[src/rtl/atx_pkg.sv]
`timescale 1ns/1ps
package atx_pkg;

   typedef enum logic [2:0] {
      ST_IDLE   = 3'd0,
      ST_START  = 3'd1,
      ST_DATA   = 3'd2,
      ST_PARITY = 3'd3,
      ST_STOP   = 3'd4
   } atx_state_e;

   typedef enum logic [1:0] {
      FAC_X1  = 2'b00,
      FAC_X16 = 2'b01,
      FAC_X32 = 2'b10,
      FAC_X64 = 2'b11
   } atx_factor_e;

   typedef enum logic [1:0] {
      STOP_OFF  = 2'b00,
      STOP_ONE  = 2'b01,
      STOP_HALF = 2'b10,
      STOP_TWO  = 2'b11
   } atx_stop_e;

   typedef struct packed {
      logic [1:0]  len_sel;
      logic        par_en;
      logic        par_even;
      atx_stop_e   stop;
      atx_factor_e factor;
   } atx_cfg_t;

endpackage

[src/rtl/atx_bit_timer.sv]
`timescale 1ns/1ps
module atx_bit_timer
   import atx_pkg::*;
#(
   parameter int CNT_W = 8,
   parameter int LOG_A = 4,
   parameter int LOG_B = 5,
   parameter int LOG_C = 6
) (
   input  logic        clk,
   input  logic        rst_n,
   input  logic        clk_en,
   input  logic        run,
   input  logic        in_stop,
   input  atx_factor_e factor,
   input  atx_stop_e   stop_sel,
   output logic        bit_done
);

   localparam logic [CNT_W-1:0] ONE = CNT_W'(1);

   if (LOG_A < 1 || LOG_B <= LOG_A || LOG_C <= LOG_B || CNT_W < LOG_C + 2) begin : g_bad_cfg
      $error("atx_bit_timer: factor exponents must rise and fit the counter");
   end

   logic [CNT_W-1:0] unit_tbl [4];
   logic [CNT_W-1:0] unit_len;
   logic [CNT_W-1:0] target;
   logic [CNT_W-1:0] cnt;

   for (genvar g = 0; g < 4; g++) begin : g_unit
      localparam int SH = (g == 0) ? 0 : (g == 1) ? LOG_A : (g == 2) ? LOG_B : LOG_C;
      assign unit_tbl[g] = ONE << SH;
   end

   assign unit_len = unit_tbl[factor];

   always_comb begin
      target = unit_len;
      if (in_stop) begin
         case (stop_sel)
            STOP_TWO:  target = unit_len << 1;
            STOP_HALF: target = (factor == FAC_X1) ? (unit_len << 1)
                                                   : (unit_len + (unit_len >> 1));
            default:   target = unit_len;
         endcase
      end
   end

   assign bit_done = clk_en && run && (cnt == target - ONE);

   always_ff @(posedge clk) begin
      if (!rst_n) begin
         cnt <= '0;
      end else if (!run || bit_done) begin
         cnt <= '0;
      end else if (clk_en) begin
         cnt <= cnt + ONE;
      end
   end

   assert_count_bounded_R5: assert property (@(posedge clk) disable iff (!rst_n)
      run |-> (cnt < target));

endmodule

[src/rtl/atx_parity.sv]
`timescale 1ns/1ps
module atx_parity #(
   parameter int DATA_W   = 8,
   parameter int MIN_BITS = 5,
   parameter int SEL_W    = 2
) (
   input  logic [DATA_W-1:0] data,
   input  logic [SEL_W-1:0]  len_sel,
   input  logic              even,
   output logic              par_bit
);

   logic [DATA_W-1:0] keep;

   for (genvar i = 0; i < DATA_W; i++) begin : g_keep
      if (i < MIN_BITS) begin : g_always
         assign keep[i] = 1'b1;
      end else begin : g_sel
         assign keep[i] = (int'(len_sel) + MIN_BITS) > i;
      end
   end

   assign par_bit = (^(data & keep)) ^ ~even;

endmodule

[src/rtl/atx_frame_ctrl.sv]
`timescale 1ns/1ps
module atx_frame_ctrl
   import atx_pkg::*;
#(
   parameter int DATA_W   = 8,
   parameter int MIN_BITS = 5
) (
   input  logic              clk,
   input  logic              rst_n,
   input  logic              src_v,
   input  logic [DATA_W-1:0] src_data,
   input  atx_cfg_t          src_cfg,
   input  logic              bit_done,
   output logic              take,
   output atx_state_e        state_o,
   output atx_cfg_t          cfg_o,
   output logic              run_o,
   output logic              in_stop_o,
   output logic              line_o
);

   localparam int BL_W = $clog2(DATA_W);

   atx_state_e        state;
   atx_cfg_t          cur_cfg;
   logic [DATA_W-1:0] shreg;
   logic [BL_W-1:0]   bits_left;
   logic              par_q;
   logic              src_par;

   atx_parity #(.DATA_W(DATA_W), .MIN_BITS(MIN_BITS), .SEL_W(2)) u_parity (
      .data    (src_data),
      .len_sel (src_cfg.len_sel),
      .even    (src_cfg.par_even),
      .par_bit (src_par)
   );

   assign take = src_v && ((state == ST_IDLE) || (state == ST_STOP && bit_done));

   always_ff @(posedge clk) begin
      if (!rst_n) begin
         state     <= ST_IDLE;
         cur_cfg   <= '0;
         shreg     <= '0;
         bits_left <= '0;
         par_q     <= 1'b0;
      end else if (take) begin
         state     <= ST_START;
         cur_cfg   <= src_cfg;
         shreg     <= src_data;
         par_q     <= src_par;
         bits_left <= BL_W'(MIN_BITS - 1) + BL_W'(src_cfg.len_sel);
      end else if (bit_done) begin
         case (state)
            ST_START:  state <= ST_DATA;
            ST_DATA: begin
               shreg <= shreg >> 1;
               if (bits_left == '0) begin
                  state <= cur_cfg.par_en ? ST_PARITY : ST_STOP;
               end else begin
                  bits_left <= bits_left - BL_W'(1);
               end
            end
            ST_PARITY: state <= ST_STOP;
            default:   state <= ST_IDLE;
         endcase
      end
   end

   always_comb begin
      case (state)
         ST_START:  line_o = 1'b0;
         ST_DATA:   line_o = shreg[0];
         ST_PARITY: line_o = par_q;
         default:   line_o = 1'b1;
      endcase
   end

   assign state_o   = state;
   assign cfg_o     = cur_cfg;
   assign run_o     = (state != ST_IDLE);
   assign in_stop_o = (state == ST_STOP);

   assert_cfg_frozen_R8: assert property (@(posedge clk) disable iff (!rst_n)
      !take |=> $stable(cur_cfg));

   assert_line_paced_R5: assert property (@(posedge clk) disable iff (!rst_n)
      (line_o != $past(line_o)) |-> ($past(bit_done) || $past(take)));

   assert_start_from_mark_R1: assert property (@(posedge clk) disable iff (!rst_n)
      (state == ST_START && $past(state) != ST_START) |-> $past(line_o));

   assert_parity_after_data_R3: assert property (@(posedge clk) disable iff (!rst_n)
      (state == ST_PARITY) |-> ($past(state) == ST_DATA || $past(state) == ST_PARITY));

endmodule

[src/rtl/async_char_tx.sv]
`timescale 1ns/1ps
module async_char_tx
   import atx_pkg::*;
#(
   parameter int DATA_W   = 8,
   parameter int MIN_BITS = 5,
   parameter int LOG_A    = 4,
   parameter int LOG_B    = 5,
   parameter int LOG_C    = 6
) (
   input  logic              clk,
   input  logic              rst_n,
   input  logic              clk_en,
   input  logic              load_valid,
   output logic              load_ready,
   input  logic [DATA_W-1:0] load_data,
   input  logic [1:0]        cfg_len_sel,
   input  logic              cfg_par_en,
   input  logic              cfg_par_even,
   input  logic [1:0]        cfg_stop_sel,
   input  logic [1:0]        cfg_factor,
   output logic              tx_line
);

   localparam int CNT_W = LOG_C + 2;

   if (DATA_W != MIN_BITS + 3 || MIN_BITS < 1) begin : g_bad_width
      $error("async_char_tx: DATA_W must equal MIN_BITS + 3");
   end

   atx_cfg_t          cfg_in;
   atx_cfg_t          pend_cfg;
   atx_cfg_t          src_cfg;
   atx_cfg_t          cur_cfg;
   logic [DATA_W-1:0] pend_data;
   logic [DATA_W-1:0] src_data;
   logic              pend_v;
   logic              accept;
   logic              take;
   logic              bit_done;
   logic              run;
   logic              in_stop;
   atx_state_e        state;

   always_comb begin
      cfg_in.len_sel  = cfg_len_sel;
      cfg_in.par_en   = cfg_par_en;
      cfg_in.par_even = cfg_par_even;
      cfg_in.stop     = atx_stop_e'(cfg_stop_sel);
      cfg_in.factor   = atx_factor_e'(cfg_factor);
   end

   assign load_ready = ((state == ST_IDLE) || (state == ST_STOP)) && !pend_v
                       && (cfg_stop_sel != STOP_OFF);
   assign accept     = load_valid && load_ready;

   assign src_cfg  = pend_v ? pend_cfg  : cfg_in;
   assign src_data = pend_v ? pend_data : load_data;

   always_ff @(posedge clk) begin
      if (!rst_n) begin
         pend_v    <= 1'b0;
         pend_cfg  <= '0;
         pend_data <= '0;
      end else if (accept && !take) begin
         pend_v    <= 1'b1;
         pend_cfg  <= cfg_in;
         pend_data <= load_data;
      end else if (take) begin
         pend_v    <= 1'b0;
      end
   end

   atx_frame_ctrl #(.DATA_W(DATA_W), .MIN_BITS(MIN_BITS)) u_ctrl (
      .clk       (clk),
      .rst_n     (rst_n),
      .src_v     (pend_v || accept),
      .src_data  (src_data),
      .src_cfg   (src_cfg),
      .bit_done  (bit_done),
      .take      (take),
      .state_o   (state),
      .cfg_o     (cur_cfg),
      .run_o     (run),
      .in_stop_o (in_stop),
      .line_o    (tx_line)
   );

   atx_bit_timer #(.CNT_W(CNT_W), .LOG_A(LOG_A), .LOG_B(LOG_B), .LOG_C(LOG_C)) u_timer (
      .clk      (clk),
      .rst_n    (rst_n),
      .clk_en   (clk_en),
      .run      (run),
      .in_stop  (in_stop),
      .factor   (cur_cfg.factor),
      .stop_sel (cur_cfg.stop),
      .bit_done (bit_done)
   );

   assert_ready_phase_R9: assert property (@(posedge clk) disable iff (!rst_n)
      load_ready |-> (state == ST_IDLE || state == ST_STOP));

   assert_waiting_kept_R9: assert property (@(posedge clk) disable iff (!rst_n)
      (pend_v && !take) |=> (pend_v && $stable(pend_data) && $stable(pend_cfg)));

   assert_idle_without_stop_R7: assert property (@(posedge clk) disable iff (!rst_n)
      (cfg_stop_sel == STOP_OFF && state == ST_IDLE && !pend_v) |=> (state == ST_IDLE));

endmodule

[config.mk]
export PLATFORM = sky130hd
export DESIGN_NAME = async_char_tx
export DESIGN_NICKNAME = d
export VERILOG_FILES = /design/src/rtl/atx_pkg.sv /design/src/rtl/atx_bit_timer.sv /design/src/rtl/atx_parity.sv /design/src/rtl/atx_frame_ctrl.sv /design/src/rtl/async_char_tx.sv
export SDC_FILE = /design/constraint.sdc
export NUM_CORES = 1
export LEC_CHECK = 0
export ABC_AREA = 0
export BUFFER_PORTS_ARGS = -buffer_cell sky130_fd_sc_hd__buf_2
export CORE_MARGIN = 2
export CORE_UTILIZATION = 45
export DETAILED_ROUTE_END_ITERATION = 8
export PLACE_DENSITY = 0.76
export SYNTH_ARGS = -nofsm -noshare
export SYNTH_HDL_FRONTEND = slang
export SYNTH_SLANG_ARGS = --single-unit
[constraint.sdc]
create_clock -name clk -period 2.9 [get_ports clk]
set_input_delay 0.29 -clock clk [delete_from_list [all_inputs] [get_ports clk]]
set_output_delay 0.29 -clock clk [all_outputs]
set_load 0.005 [all_outputs]
==> metrics.yaml <==
finish:
  areaGrowthSynthToFinish_pct: 21.1
  drive_gt1_share_pct: 29.5
  nNetsFinal: 370
  num_antenna_cells: 0
  final_area_um2: 3330
sta:
  clock-skew-final_ps: 10.3
  whs_ps: 218
  slew_headroom_pct: 55.8
  finalHoldViolations: 0
  clock.fmax_mhz: 351
  min_period_over_period_pct: 98.2
  rsz0062_at_grt: "yes"
  setup_violations: 0
  drv_slew: 0
  tightestPinTransition_ps: 663
  fin_crit_ps: 2850
global_routing:
  antenna_found_initial: 0
  overflow: 0
  grt_start_max_net_pins: 22
  grt_pass1_vias: 2110
  grt_usage_pct: 18.0
  grt_pass1_wl_um: 9440
worst_setup_path:
  startpoint_type: "register"
  crit_required_ps: 3090
  path_class: "register to register"
  cp.arrival_ps: 3030
  endpoint_kind: "register"
  critical_path_peak_fanout: 8
synth:
  syn_nets: 329
  yosysTopAreaCellShare_pct: 32.8
  syn_area_um2: 2750
  ys_ff_latch: 45
  syn_inst: 297
  synth_top_area_cell: "dfxtp_1"
  ys_seq_area_share_pct: 32.8
  yosys_warnings: 0
  avgSynthCellArea_um2: 9.26
  yosys.cell_types.count: 52
  ys_top_cells_by_area: "dfxtp_1 (33%), mux2i_1 (13%), ha_1 (5.5%)"
floorplanning:
  ios: 22
  coreArea_um2: 5920
  dieArea_um2: 6750
  row_count: 28
  die_h_um: 82.2
  die_w_um: 82.2
  start_util_pct: 46.4
clocking:
  cts.sinks: 45
  htree_levels: 2
  cts_hold_buf: 0
  clkLatencyLatePin_ps: 310
  cts_tree: "built"
  root_buffer: "clkbuf_8"
  cts_inserted_buffers: 5
  clock_path_buffers: 2
  clk_pin_slew_ps: 100
route:
  ant_nets: 0
  vias: 2255
  viasPerCell: 5.45
  wl_per_cell_um: 14.8
  drt-pass1-iter-count: 4
  wl_um: 6140
  initialDrtViolationCount: 66
  route.detailed.drc: 0
pwr:
  p_per_area_nw_per_um2: 487
  cellLeakagePower_uw: 0.00147
  irDropWorstVdd_mv: 0.432
worst_hold_path:
  worst_hold_path_type: "input pin to register"
placed_design:
  placed_cell_area_um2: 2980
  place.gp.congestion: 0.840
  hpwlAfterDp_um: 4120
  port_buffers: 21
flow_run:
  drv_cap: 0
run_status:
  outcome: "complete, no violations"
==> state kept, by name, indices dropped and copies added, names as in the netlist <==
signal	count
u_ctrl.state_o	3
u_ctrl.shreg	8
u_ctrl.bits_left	3
pend_cfg	8
u_ctrl.cfg_o	5
u_ctrl.par_q	1
pend_v	1
u_timer.cnt	8
pend_data	8
==> cell usage in the layout (no fill, tap or decap), drive strengths merged, types with 2 or more instances in the layout <==
| cell | count |
|---|---|
| nor3b | 2 |
| ha | 12 |
| xnor3 | 2 |
| and3 | 6 |
| clkbuf | 6 |
| a31oi | 4 |
| a211o | 2 |
| or3 | 4 |
| nor2b | 2 |
| xnor2 | 6 |
| a21o | 2 |
| a21oi | 21 |
| nand4 | 4 |
| a32oi | 2 |
| dfxtp | 45 |
| inv | 18 |
| o21ai | 18 |
| nor3 | 3 |
| nor2 | 38 |
| nand3 | 9 |
| nand2 | 10 |
| mux2i | 35 |
| mux2 | 12 |
| xor2 | 11 |
| buf | 47 |
| or4 | 2 |
| o21a | 2 |
==> final timing paths <==
check	startpoint	endpoint	slack (ps)	cells after the start
max	u_ctrl.state_o[0]	pend_data[3]	50	11
min	load_data[2]	pend_data[2]	220	3
max reg2reg	u_ctrl.state_o[0]	pend_data[3]	50	11
min reg2reg	u_ctrl.cfg_o[5]	u_ctrl.cfg_o[5]	480	2
==> layer usage <==
layer  global-route usage, %  vias up  wire length, µm
li1                        -     1136                -
met1                    23.3     1053             2820
met3                    4.46       11              234
met2                    29.9       55             2970
met5                       0        -                0
met4                    4.67        0              119
==> where the power goes <==
part / switching (µW) / internal (µW)
Sequential: 24.2 / 657
Combinational: 236 / 198
Clock: 244 / 263
Total: 504 / 1120
==> cell usage after synthesis (all sizes together) <==
| master | instances |
|---|---|
| o221ai | 1 |
| nor3 | 3 |
| nor3b | 2 |
| and2 | 1 |
| xnor2 | 6 |
| xor2 | 11 |
| buf | 5 |
| o21ai | 18 |
| a31oi | 4 |
| mux2 | 12 |
| dfxtp | 45 |
| nand4 | 4 |
| dlygate4sd3 | 1 |
| a211oi | 1 |
| o31ai | 1 |
| nor2b | 2 |
| and4b | 1 |
| a21oi | 21 |
| or3 | 4 |
| nand3 | 9 |
| ha | 12 |
| o21a | 2 |
| a211o | 2 |
| or4 | 2 |
| a311o | 1 |
| a32oi | 2 |
| nand4bb | 1 |
| mux2i | 35 |
| a21o | 2 |
| and4bb | 1 |
| o22ai | 1 |
| nand2 | 10 |
| and3 | 6 |
| xnor3 | 2 |
| a311oi | 1 |
| clkbuf | 8 |
| or3b | 1 |
| nor4 | 1 |
| inv | 16 |
| nor2 | 38 |
| and4 | 1 |
==> critical path, cell delays in order (launching register included) <==
cell and delay (ps):
dfxtp_1 320, and4bb_4 350, nand3_4 90, ha_4 270, xor2_1 160, nand3_1 90, or4_4 530, a32oi_4 300
a21o_4 210, clkbuf_16 170, mux2i_1 200, nor2_1 50
==> what timing repair did <==
action | CTS | global route
setup endpoints to repair | 19 | 44
hold endpoints to repair | 0 | 0
cloned | 0 | 1
resized for setup | 3 | 27
setup buffers | 0 | 8
pin swaps | 3 | 16
==> through the flow <==
step	setup WS [ps]	TNS, ps	instances	util [%]	power [µW]
finish	52.4	0	414	56.2	1620
global route	-73.7	-1170	414	56.2	1710
CTS	-14.4	-29.8	405	52.6	1580
detailed placement	-42.1	-378	397	50.3	1080
global placement	38.8	0	397	50.3	1060
floorplan	12.2	0	297	-	971
==> layout make-up <==
type / count / area [µm²]
fillers: 495 / 2590
multi-input cells: 222 / 1810
flip-flops and latches: 45 / 905
repair buffers: 48 / 349
well taps: 75 / 93.8
clock buffers: 5 / 68.8
inverters: 16 / 60.1
clock inverters: 3 / 47.5
==> cell families after synthesis <==
group | Yosys count | synth area share, %
AOI/OAI and AO/OA | 57 | 13.1
xor gates and xnor gates | 19 | 7.05
adders and majority gates | 12 | 5.46
buffers and inverters | 30 | 6.51
DFF | 45 | 32.8
muxes | 47 | 17.7
and+or+nand+nor | 87 | 17.4
Power figures use the tool's default switching activity.
